===== config.mk =====
export PLATFORM = sky130hd
export DESIGN_NAME = lpm_paged_engine
export DESIGN_NICKNAME = d
export VERILOG_FILES = /design/src/rtl/lpm_pkg.sv /design/src/rtl/lpm_cube_sel.sv /design/src/rtl/lpm_tern_bank.sv /design/src/rtl/lpm_paged_engine.sv
export SDC_FILE = /design/constraint.sdc
export NUM_CORES = 2
export LEC_CHECK = 0
export BUFFER_PORTS_ARGS = -buffer_cell sky130_fd_sc_hd__buf_2
export CAP_MARGIN = 20
export CORE_MARGIN = 2
export CORE_UTILIZATION = 50
export DETAILED_ROUTE_END_ITERATION = 12
export PLACE_DENSITY = 0.67
export SLEW_MARGIN = 20
export SYNTH_ARGS = -nofsm -noshare
export SYNTH_HDL_FRONTEND = slang
export SYNTH_HIERARCHICAL = 1
export SYNTH_SLANG_ARGS = --single-unit
export TNS_END_PERCENT = 30

===== constraint.sdc =====
create_clock -name clk -period 3.1 [get_ports clk]
set_input_delay 0.62 -clock clk [delete_from_list [all_inputs] [get_ports clk]]
set_output_delay 0.62 -clock clk [all_outputs]
set_load 0.1 [all_outputs]

===== src/rtl/lpm_pkg.sv =====
package lpm_pkg;

   typedef enum logic [1:0] {
      TGT_CUBE   = 2'd0,
      TGT_PAGE   = 2'd1,
      TGT_BUCKET = 2'd2,
      TGT_NONE   = 2'd3
   } lpm_target_e;

   function automatic int lpm_max(input int a, input int b);
      return (a > b) ? a : b;
   endfunction

endpackage


===== src/rtl/lpm_cube_sel.sv =====
// First-level selector: exact segment octet plus ternary low field,
// lowest index wins, one-hot page enable out.
module lpm_cube_sel #(
   parameter int ADDR_W    = 32,
   parameter int SEG_W     = 8,
   parameter int NUM_CUBES = 4,
   parameter int IW        = 2
) (
   input  logic                        clk,
   input  logic                        rst_n,
   input  logic [ADDR_W-1:0]           key,
   input  logic                        we,
   input  logic [IW-1:0]               widx,
   input  logic [ADDR_W-1:0]           wval,
   input  logic [ADDR_W-SEG_W-1:0]     wcare,
   input  logic                        wvld,
   output logic [NUM_CUBES-1:0]        sel,
   output logic                        any
);
   localparam int LOW_W = ADDR_W - SEG_W;

   logic [SEG_W-1:0]     seg_q  [NUM_CUBES];
   logic [LOW_W-1:0]     val_q  [NUM_CUBES];
   logic [LOW_W-1:0]     care_q [NUM_CUBES];
   logic [NUM_CUBES-1:0] vld_q;
   logic [NUM_CUBES-1:0] match;

   always_ff @(posedge clk or negedge rst_n) begin
      if (!rst_n) begin
         vld_q <= '0;
      end else if (we) begin
         vld_q[widx] <= wvld;
      end
   end

   always_ff @(posedge clk) begin
      if (we) begin
         seg_q[widx]  <= wval[ADDR_W-1:LOW_W];
         val_q[widx]  <= wval[LOW_W-1:0];
         care_q[widx] <= wcare;
      end
   end

   for (genvar c = 0; c < NUM_CUBES; c++) begin : g_cube
      assign match[c] = vld_q[c]
                     && (key[ADDR_W-1:LOW_W] == seg_q[c])
                     && (((key[LOW_W-1:0] ^ val_q[c]) & care_q[c]) == '0);
   end

   always_comb begin
      sel = '0;
      for (int c = NUM_CUBES - 1; c >= 0; c--) begin
         if (match[c]) begin
            sel    = '0;
            sel[c] = 1'b1;
         end
      end
   end

   assign any = |match;

endmodule


===== src/rtl/lpm_tern_bank.sv =====
// Ternary entry bank with search enable, first-match priority and
// a count of the valid entries it searched.
module lpm_tern_bank #(
   parameter int W     = 24,
   parameter int DEPTH = 8,
   parameter int NH_W  = 6,
   parameter int CNT_W = 4,
   parameter int IW    = 3
) (
   input  logic             clk,
   input  logic             rst_n,
   input  logic             en,
   input  logic [W-1:0]     key,
   input  logic             we,
   input  logic [IW-1:0]    widx,
   input  logic [W-1:0]     wval,
   input  logic [W-1:0]     wcare,
   input  logic [NH_W-1:0]  wnh,
   input  logic             wvld,
   output logic             hit,
   output logic [NH_W-1:0]  nh,
   output logic [CNT_W-1:0] cnt
);
   logic [W-1:0]     val_q  [DEPTH];
   logic [W-1:0]     care_q [DEPTH];
   logic [NH_W-1:0]  nh_q   [DEPTH];
   logic [DEPTH-1:0] vld_q;
   logic [DEPTH-1:0] match;
   logic [CNT_W-1:0] total;

   always_ff @(posedge clk or negedge rst_n) begin
      if (!rst_n) begin
         vld_q <= '0;
      end else if (we) begin
         vld_q[widx] <= wvld;
      end
   end

   always_ff @(posedge clk) begin
      if (we) begin
         val_q[widx]  <= wval;
         care_q[widx] <= wcare;
         nh_q[widx]   <= wnh;
      end
   end

   for (genvar i = 0; i < DEPTH; i++) begin : g_ent
      assign match[i] = en && vld_q[i]
                     && (((key ^ val_q[i]) & care_q[i]) == '0);
   end

   always_comb begin
      hit = 1'b0;
      nh  = '0;
      for (int i = DEPTH - 1; i >= 0; i--) begin
         if (match[i]) begin
            hit = 1'b1;
            nh  = nh_q[i];
         end
      end
   end

   always_comb begin
      total = '0;
      for (int i = 0; i < DEPTH; i++) begin
         total = total + CNT_W'(vld_q[i]);
      end
   end

   assign cnt = en ? total : '0;

endmodule


===== src/rtl/lpm_paged_engine.sv =====
module lpm_paged_engine
   import lpm_pkg::*;
#(
   parameter int ADDR_W       = 32,
   parameter int SEG_W        = 8,
   parameter int NUM_PAGES    = 4,
   parameter int PAGE_DEPTH   = 8,
   parameter int BUCKET_DEPTH = 8,
   parameter int NH_W         = 6,
   localparam int IDX_W = $clog2(lpm_max(NUM_PAGES * PAGE_DEPTH, BUCKET_DEPTH)),
   localparam int CNT_W = $clog2(lpm_max(PAGE_DEPTH, BUCKET_DEPTH) + 1)
) (
   input  logic              clk,
   input  logic              rst_n,
   input  logic              in_valid,
   output logic              in_ready,
   input  logic [ADDR_W-1:0] in_addr,
   input  logic              wr_en,
   input  logic [1:0]        wr_target,
   input  logic [IDX_W-1:0]  wr_index,
   input  logic [ADDR_W-1:0] wr_value,
   input  logic [ADDR_W-1:0] wr_mask,
   input  logic [NH_W-1:0]   wr_nh,
   input  logic              wr_valid,
   output logic              out_valid,
   output logic              out_hit,
   output logic [NH_W-1:0]   out_nh,
   output logic [CNT_W-1:0]  out_enabled
);
   localparam int LOW_W   = ADDR_W - SEG_W;
   localparam int SLOT_W  = $clog2(PAGE_DEPTH);
   localparam int CUBE_IW = $clog2(NUM_PAGES);
   localparam int BK_IW   = $clog2(BUCKET_DEPTH);

   if (PAGE_DEPTH > 256 || PAGE_DEPTH < 2 || (1 << SLOT_W) != PAGE_DEPTH) begin : g_bad_page
      $error("PAGE_DEPTH must be a power of two in 2..256");
   end
   if (BUCKET_DEPTH < 2 || (1 << BK_IW) != BUCKET_DEPTH) begin : g_bad_bucket
      $error("BUCKET_DEPTH must be a power of two of at least 2");
   end
   if (NUM_PAGES < 2 || SEG_W < 1 || SEG_W >= ADDR_W) begin : g_bad_geom
      $error("need two or more pages and 0 < SEG_W < ADDR_W");
   end

   // handshake and stage 1
   logic                 rdy_q;
   logic                 accept;
   logic                 s1_valid;
   logic [ADDR_W-1:0]    s1_addr;
   logic [NUM_PAGES-1:0] s1_sel;
   logic                 s1_any;
   logic [NUM_PAGES-1:0] cube_sel;
   logic                 cube_any;
   logic                 cube_we;

   assign in_ready = rdy_q;
   assign accept   = in_valid && rdy_q;
   assign cube_we  = wr_en && (wr_target == TGT_CUBE)
                  && (32'(wr_index) < 32'(NUM_PAGES));

   always_ff @(posedge clk or negedge rst_n) begin
      if (!rst_n) begin
         rdy_q <= 1'b0;
      end else begin
         rdy_q <= 1'b1;
      end
   end

   lpm_cube_sel #(
      .ADDR_W(ADDR_W), .SEG_W(SEG_W), .NUM_CUBES(NUM_PAGES), .IW(CUBE_IW)
   ) u_cubes (
      .clk   (clk),
      .rst_n (rst_n),
      .key   (in_addr),
      .we    (cube_we),
      .widx  (wr_index[CUBE_IW-1:0]),
      .wval  (wr_value),
      .wcare (wr_mask[LOW_W-1:0]),
      .wvld  (wr_valid),
      .sel   (cube_sel),
      .any   (cube_any)
   );

   always_ff @(posedge clk or negedge rst_n) begin
      if (!rst_n) begin
         s1_valid <= 1'b0;
         s1_addr  <= '0;
         s1_sel   <= '0;
         s1_any   <= 1'b0;
      end else begin
         s1_valid <= accept;
         if (accept) begin
            s1_addr <= in_addr;
            s1_sel  <= cube_sel;
            s1_any  <= cube_any;
         end
      end
   end

   // stage 2: one enabled region among pages and bucket
   logic [NUM_PAGES:0] bank_en;
   logic               r_hit [NUM_PAGES+1];
   logic [NH_W-1:0]    r_nh  [NUM_PAGES+1];
   logic [CNT_W-1:0]   r_cnt [NUM_PAGES+1];

   for (genvar p = 0; p < NUM_PAGES; p++) begin : g_page
      logic pg_we;
      assign bank_en[p] = s1_valid && s1_any && s1_sel[p];
      assign pg_we      = wr_en && (wr_target == TGT_PAGE)
                       && (int'(wr_index[IDX_W-1:SLOT_W]) == p);

      lpm_tern_bank #(
         .W(LOW_W), .DEPTH(PAGE_DEPTH), .NH_W(NH_W), .CNT_W(CNT_W), .IW(SLOT_W)
      ) u_page (
         .clk   (clk),
         .rst_n (rst_n),
         .en    (bank_en[p]),
         .key   (s1_addr[LOW_W-1:0]),
         .we    (pg_we),
         .widx  (wr_index[SLOT_W-1:0]),
         .wval  (wr_value[LOW_W-1:0]),
         .wcare (wr_mask[LOW_W-1:0]),
         .wnh   (wr_nh),
         .wvld  (wr_valid),
         .hit   (r_hit[p]),
         .nh    (r_nh[p]),
         .cnt   (r_cnt[p])
      );
   end

   logic bk_we;
   assign bank_en[NUM_PAGES] = s1_valid && !s1_any;
   assign bk_we = wr_en && (wr_target == TGT_BUCKET)
               && (32'(wr_index) < 32'(BUCKET_DEPTH));

   lpm_tern_bank #(
      .W(ADDR_W), .DEPTH(BUCKET_DEPTH), .NH_W(NH_W), .CNT_W(CNT_W), .IW(BK_IW)
   ) u_bucket (
      .clk   (clk),
      .rst_n (rst_n),
      .en    (bank_en[NUM_PAGES]),
      .key   (s1_addr),
      .we    (bk_we),
      .widx  (wr_index[BK_IW-1:0]),
      .wval  (wr_value),
      .wcare (wr_mask),
      .wnh   (wr_nh),
      .wvld  (wr_valid),
      .hit   (r_hit[NUM_PAGES]),
      .nh    (r_nh[NUM_PAGES]),
      .cnt   (r_cnt[NUM_PAGES])
   );

   logic             hit_c;
   logic [NH_W-1:0]  nh_c;
   logic [CNT_W-1:0] cnt_c;

   always_comb begin
      hit_c = 1'b0;
      nh_c  = '0;
      cnt_c = '0;
      for (int b = 0; b <= NUM_PAGES; b++) begin
         hit_c = hit_c | r_hit[b];
         nh_c  = nh_c  | r_nh[b];
         cnt_c = cnt_c | r_cnt[b];
      end
   end

   always_ff @(posedge clk or negedge rst_n) begin
      if (!rst_n) begin
         out_valid   <= 1'b0;
         out_hit     <= 1'b0;
         out_nh      <= '0;
         out_enabled <= '0;
      end else begin
         out_valid   <= s1_valid;
         out_hit     <= hit_c;
         out_nh      <= nh_c;
         out_enabled <= cnt_c;
      end
   end

endmodule


; After elaboration in Yosys (flattened, before gate mapping)
; Memory sizes are Yosys's and may differ from the RTL's.
; Cells that the tools add are included.
[totals]
n_memories = 18
register_bits = 95
ramBits = 2512
[op_classes]
add_sub_neg = 35
reduce_logical = 154
n_eq_ne = 9
bitwise_logic = 100
n_mux = 111
magnitude_cmp = 6
[memory_table]
columns = name, depth, word_bits, read_ports, rd_ports_with_merged_regs, write_ports, line_no
row1 = u_bucket.care_q, 8, 32, 8, 0, 1, lpm_tern_bank.sv:25  ; logic [W-1:0] care_q [DEPTH];
row2 = u_bucket.val_q, 8, 32, 8, 0, 1, lpm_tern_bank.sv:24  ; logic [W-1:0] val_q [DEPTH];
row3 = g_page[0].u_page.care_q, 8, 24, 8, 0, 1, lpm_tern_bank.sv:25
row4 = g_page[0].u_page.val_q, 8, 24, 8, 0, 1, lpm_tern_bank.sv:24
row5 = g_page[1].u_page.care_q, 8, 24, 8, 0, 1, lpm_tern_bank.sv:25
row6 = g_page[1].u_page.val_q, 8, 24, 8, 0, 1, lpm_tern_bank.sv:24
row7 = +12 memories, --, --, --, --, --, --
[ops]
columns = operator, n
row1 = 24-bit AND, 36
row2 = 24-bit zero test, 36
row3 = 24-bit XOR, 36
row4 = 32-bit AND, 8
row5 = 32-bit zero test, 8
row6 = 32-bit XOR, 8
row7 = 6-bit two-way mux, 40
row8 = 4-bit by 1-bit adder with 4-bit output, 30
row9 = 1-bit logical AND, 106
row10 = 1-bit two-way mux, 54
row11 = 8-bit bitwise mux, 5
row12 = 4-bit two-way mux, 9
row13 = 8-bit equality test, 4
row14 = 6-bit OR, 4
row15 = 4-bit OR, 4
row16 = 1-bit by 1-bit adder with 2-bit output, 5
row17 = "2-bit equality test, second input constant", 3
row18 = "5-bit by 3-bit less-than comparator with 1-bit output, second input constant", 1
row19 = "5-bit by 4-bit less-than comparator with 1-bit output, second input constant", 1
row20 = 4-bit bitwise mux, 1
row21 = "2-bit by 1-bit equality test with 1-bit output, second input constant", 2
row22 = 2-bit zero test, 2
row23 = "3-bit by 4-bit less-than comparator with 1-bit output, second input constant", 1
row24 = 1-bit OR, 4
row25 = other kinds (7), 7

; Longest topological paths before layout
; An unclocked memory read counts as a cell.
[depth]
word_depth = 17
depth_mapped = 13

; Modules after synthesis
; Netlist, hierarchy kept.
[by_module_without_submodules]
columns = module, area_each_um2, cells_per_inst, instances, seq_area_each_um2
row1 = lpm_tern_bank at g_page[0].u_page ..., 16788.6, 911, 4, 13172.6
row2 = lpm_tern_bank at u_bucket, 21673.3, 1183, 1, 17016.3
row3 = lpm_cube_sel, 8625.8, 447, 1, 6826.5
row4 = lpm_paged_engine, 2045.7, 144, 1, 1276.2

; Least setup slack after synthesis
; Ideal clock, no wire load.
[synth_path]
kind = input to register
from = in wr_index[4]
to = reg u_bucket.vld_q[0]
path_buffers = 0
stages = 5
arrival_time_ns = 6.845
setup_time_ns = 0.089
slack_ns = -3.834
required_ns = 3.011
path_cell_list = nand2b_1 nor4b_1 nand2b_1 nor3_1 mux2_2
[synth_between]
elab_chain_len = 2
[synth_lines]
columns = element, line_no
row1 = start: declaration, lpm_paged_engine.sv:20  ; input logic [IDX_W-1:0] wr_index,
row2 = 5-bit by 4-bit less-than comparator with 1-bit output, lpm_paged_engine.sv:134  ; && (32'(wr_index) < 32'(BUCKET_DEPTH));
row3 = 1-bit logical AND, lpm_paged_engine.sv:134
row4 = via bk_we, lpm_paged_engine.sv:131  ; logic bk_we;
row5 = end signal: indexed assignment, lpm_tern_bank.sv:35  ; vld_q[widx] <= wvld;
row6 = end: declaration, lpm_tern_bank.sv:27  ; logic [DEPTH-1:0] vld_q;
; The timed path passes the listed nets, and every way through them passes these cells.
; A chain may end at the register's enable or synchronous reset.

==> qor.yml <==
power:
  combPwrFrac: 0.104
  sw_frac_of_total: 0.237
  power.density_nw_per_um2: 657
  p_sw_w: 0.0186
  power_frac_seq: 0.497
  power_leakage_nw: 41.9
  peakVddDrop_v: 0.000651
  power.internal_w: 0.0602
  pwr-share-clk: 0.399
drt:
  drtIter0Drc: 9743
  wl_um: 309000
  post-route-drc-count: 0
  drt-wirelength-per-cell_um: 33.6
  final_antenna_net_count: 0
  viasPerCell: 6.11
  dr.pass1.iters: 8
  vias: 56200
clock_network:
  root_buffer: "clkbuf_16"
  cts_tree: "yes"
  clock_sinks: 2607
  clk_pin_slew_ns: 0.06
  cts_made_buffers: 277
  htreeDepth: 5
  clk_path_buf_depth: 4
  clk_latency_ns: 0.93
sta:
  hold_ws_ns: 0.0602
  max_slew_margin: 0.146
  finalHoldViolations: 0
  maxSlewViolCount: 0
  tns_ns: -1.53
  tightest_slew_ns: 1.28
  rsz0062_at_grt: "yes"
  setup_ws_ns: -0.256
  skew_ns: 0.0487
  period_share: 1.08
  fmax_ghz: 0.298
  fin_crit_ns: 3.36
  setup_viol: 9
synthesis:
  yosys.area.top_type: "edfxtp_1"
  synth.avg_cell_area_um2: 18.4
  synthFlopType: "edfxtp_1"
  yosysSeqAreaShare: 0.782
  synth_top_area_frac: 0.758
  synth_area_leaders: "edfxtp_1 76%, xor2_1 10%, dfrtp_1 2.4%"
  synth_edf_count: 2512
  netlist_instances: 5418
  yosysUniqueCellTypes: 60
  synth_area_um2: 99500
  ys_warn_count: 6
  ys_seq_elements: 2607
  async_reset_ff_frac: 0.0364
  synth_nets: 5567
status:
  violations: "negative setup slack"
  status: "finished with violations"
placement:
  hpwlAfterDp_um: 193000
  io_buffer_count: 126
  dp_cells: 8653
  preCtsSetupSlack_ns: -0.629
  place_congestion: 0.942
setup_path:
  crit_type: "reg -> reg"
  cp_cell_sequence: "buf_6, buf_4, xor2_1, a22o_1, a221oi_2, nand3_2, or3_4, nand2b_2, o221ai_1, o21ai_1, nor2_2, nand2_1"
  slowest_stage: "dfrtp_4"
  worstPathRequired_ns: 3.89
  max_stage_delay_ns: 0.54
  crit_family: "simple AND/OR/NAND/NOR gates"
  worst-path-buf-inv: 2
  endpoint_kind: "register"
  crit_fanout: 6
  start_kind: "register"
  cp.arrival_ns: 4.14
cells_and_area:
  multi_input_comb_area_um2: 21400
  stdcell_count: 9202
  drive_gt1_frac: 0.227
  nFillCells: 13900
  nets: 6497
  final_util: 0.607
  seqCellArea_um2: 77900
  areaGrowthSynthToFinish_pct: 20.6
floorplanning:
  fp.dieArea_um2: 203000
  die_h_um: 450
  rows: 163
  start_util: 0.503
  design.core.area_um2: 198000
  dieWidth_um: 450
  io_pins: 127
global_routing:
  globalRouteOverflowTotal: 0
  grt_usage: 0.302
  grt_max_degree: 57
  grt_first_pass_wirelength_um: 423000
  grt_pass1_vias: 53700
  antenna_found_initial: 45
run:
  cap_viol_max_count: 0
hold_path:
  hp-class: "in -> reg"
## state kept, by name (all words and copies together) (netlist names), 8 cells and up
name / count
g_page.u_page/care_q: 768
u_bucket/care_q: 256
u_bucket/val_q: 256
u_bucket/vld_q: 8
s1_addr: 32
u_cubes/seg_q: 32
u_cubes/val_q: 96
g_page.u_page/val_q: 768
u_cubes/care_q: 96
g_page.u_page/vld_q: 32
g_page.u_page/nh_q: 192
u_bucket/nh_q: 48
## area by class of cell
class	count	area share
inverter	124	0.00388
clock inverter	113	0.00800
antenna	25	0.000521
clock buffer	355	0.0622
tap	2640	0.0275
timing repair buffer	815	0.0704
sequential	2607	0.649
multi-input combinational	2523	0.178
## path summary, 6_finish.rpt
path | startpoint | endpoint | slack [ns] | cells after the start
worst max-delay path | s1_addr[20]$_DFFE_PN0P_ | out_nh[4]$_DFF_PN0_ | -0.26 | 12
worst min-delay path | wr_mask[26] | u_bucket/care_q[4][26]$_DFFE_PP_ | 0.06 | 1
worst max register to register | s1_addr[20]$_DFFE_PN0P_ | out_nh[4]$_DFF_PN0_ | -0.26 | 12
worst min register to register | s1_sel[1]$_DFFE_PN0P_ | s1_sel[1]$_DFFE_PN0P_ | 0.51 | 1
max in group asynchronous | rst_n | g_page[2].u_page/vld_q[3]$_DFFE_PN0P_ | 1.84 | 3
min in group asynchronous | rst_n | s1_addr[9]$_DFFE_PN0P_ | 0.33 | 2
## synthesized netlist by cell type (37+ instances only)
cell      instances
a21oi_1          62
a221oi_1        141
a222oi_1         37
a22o_1          140
a22oi_1         204
buf_2           103
dfrtp_1          95
edfxtp_1       2512
inv_1           124
mux2_2           41
nand2_1         140
nand3_1          52
nand4_1          79
nor2_1           84
o21ai_0          68
xor2_1         1145
## logic make-up (layout without fill, tap and decap cells)
family,Yosys count,count (layout),share of synthesized area
AO/OA/AOI/OAI,768,768,0.0621
other,1,26,0.0000377
multiplexers,60,60,0.00751
buffers and inverters,288,1407,0.0147
adder cells (fa/ha/maj),35,35,0.00591
XOR/XNOR,1157,1157,0.102
AND/OR/NAND/NOR,502,502,0.0259
flip-flops,2607,2607,0.782
## metal layers
layer  up-vias  GRT usage  share of wire
li1      22800          -              -
met2      3707      0.466           0.46
met1     29100      0.427           0.38
met3       516     0.0603           0.12
met4         4      0.112          0.040
met5         -          0       0.000084
## metrics by stage
stage / area (um2) / total power, W
after floorplan: 99700 / 0.0432
after global placement: 110000 / 0.0475
after detailed placement: 110000 / 0.0476
after CTS: 120000 / 0.0789
after global routing: 120000 / 0.0807
final: 120000 / 0.0788
## cell usage in the layout, fill, tap and decap left out, types with 44 or more instances in the layout
cell type and n:
nand2_1 133, a221oi_1 107, xor2_1 1143, dfrtp_1 71
buf_2 109, buf_12 193, nor2_1 44, o21ai_0 56
clkbuf_16 283, edfxtp_1 2512, a22o_1 139, a22oi_1 199
a221oi_2 51, nand3_1 50, clkbuf_1 61, inv_1 124
buf_4 484, nand4_1 79, clkinv_1 56, a21oi_1 52
## power groups by stage
stage	Combinational (W)	Clock, W	Sequential, W
6_report	0.00818	0.0314	0.0392
3_5_place_dp	0.00760	0	0.0400
5_1_grt	0.00845	0.0330	0.0392
2_1_floorplan	0.00335	0	0.0398
3_3_place_gp	0.00752	0	0.0400
4_1_cts	0.00803	0.0316	0.0392
## timing repair
| item | in CTS | in global routing |
|---|---|---|
| hold endpoints to repair | 41 | 0 |
| gates cloned | 1 | 0 |
| endpoints found under the setup margin | 11 | 10 |
| pin swaps | 82 | 25 |
| hold buffers | 1 | 0 |
| gates resized for setup | 185 | 31 |
| setup buffers | 52 | 5 |
Power figures use the tool's default switching activity.
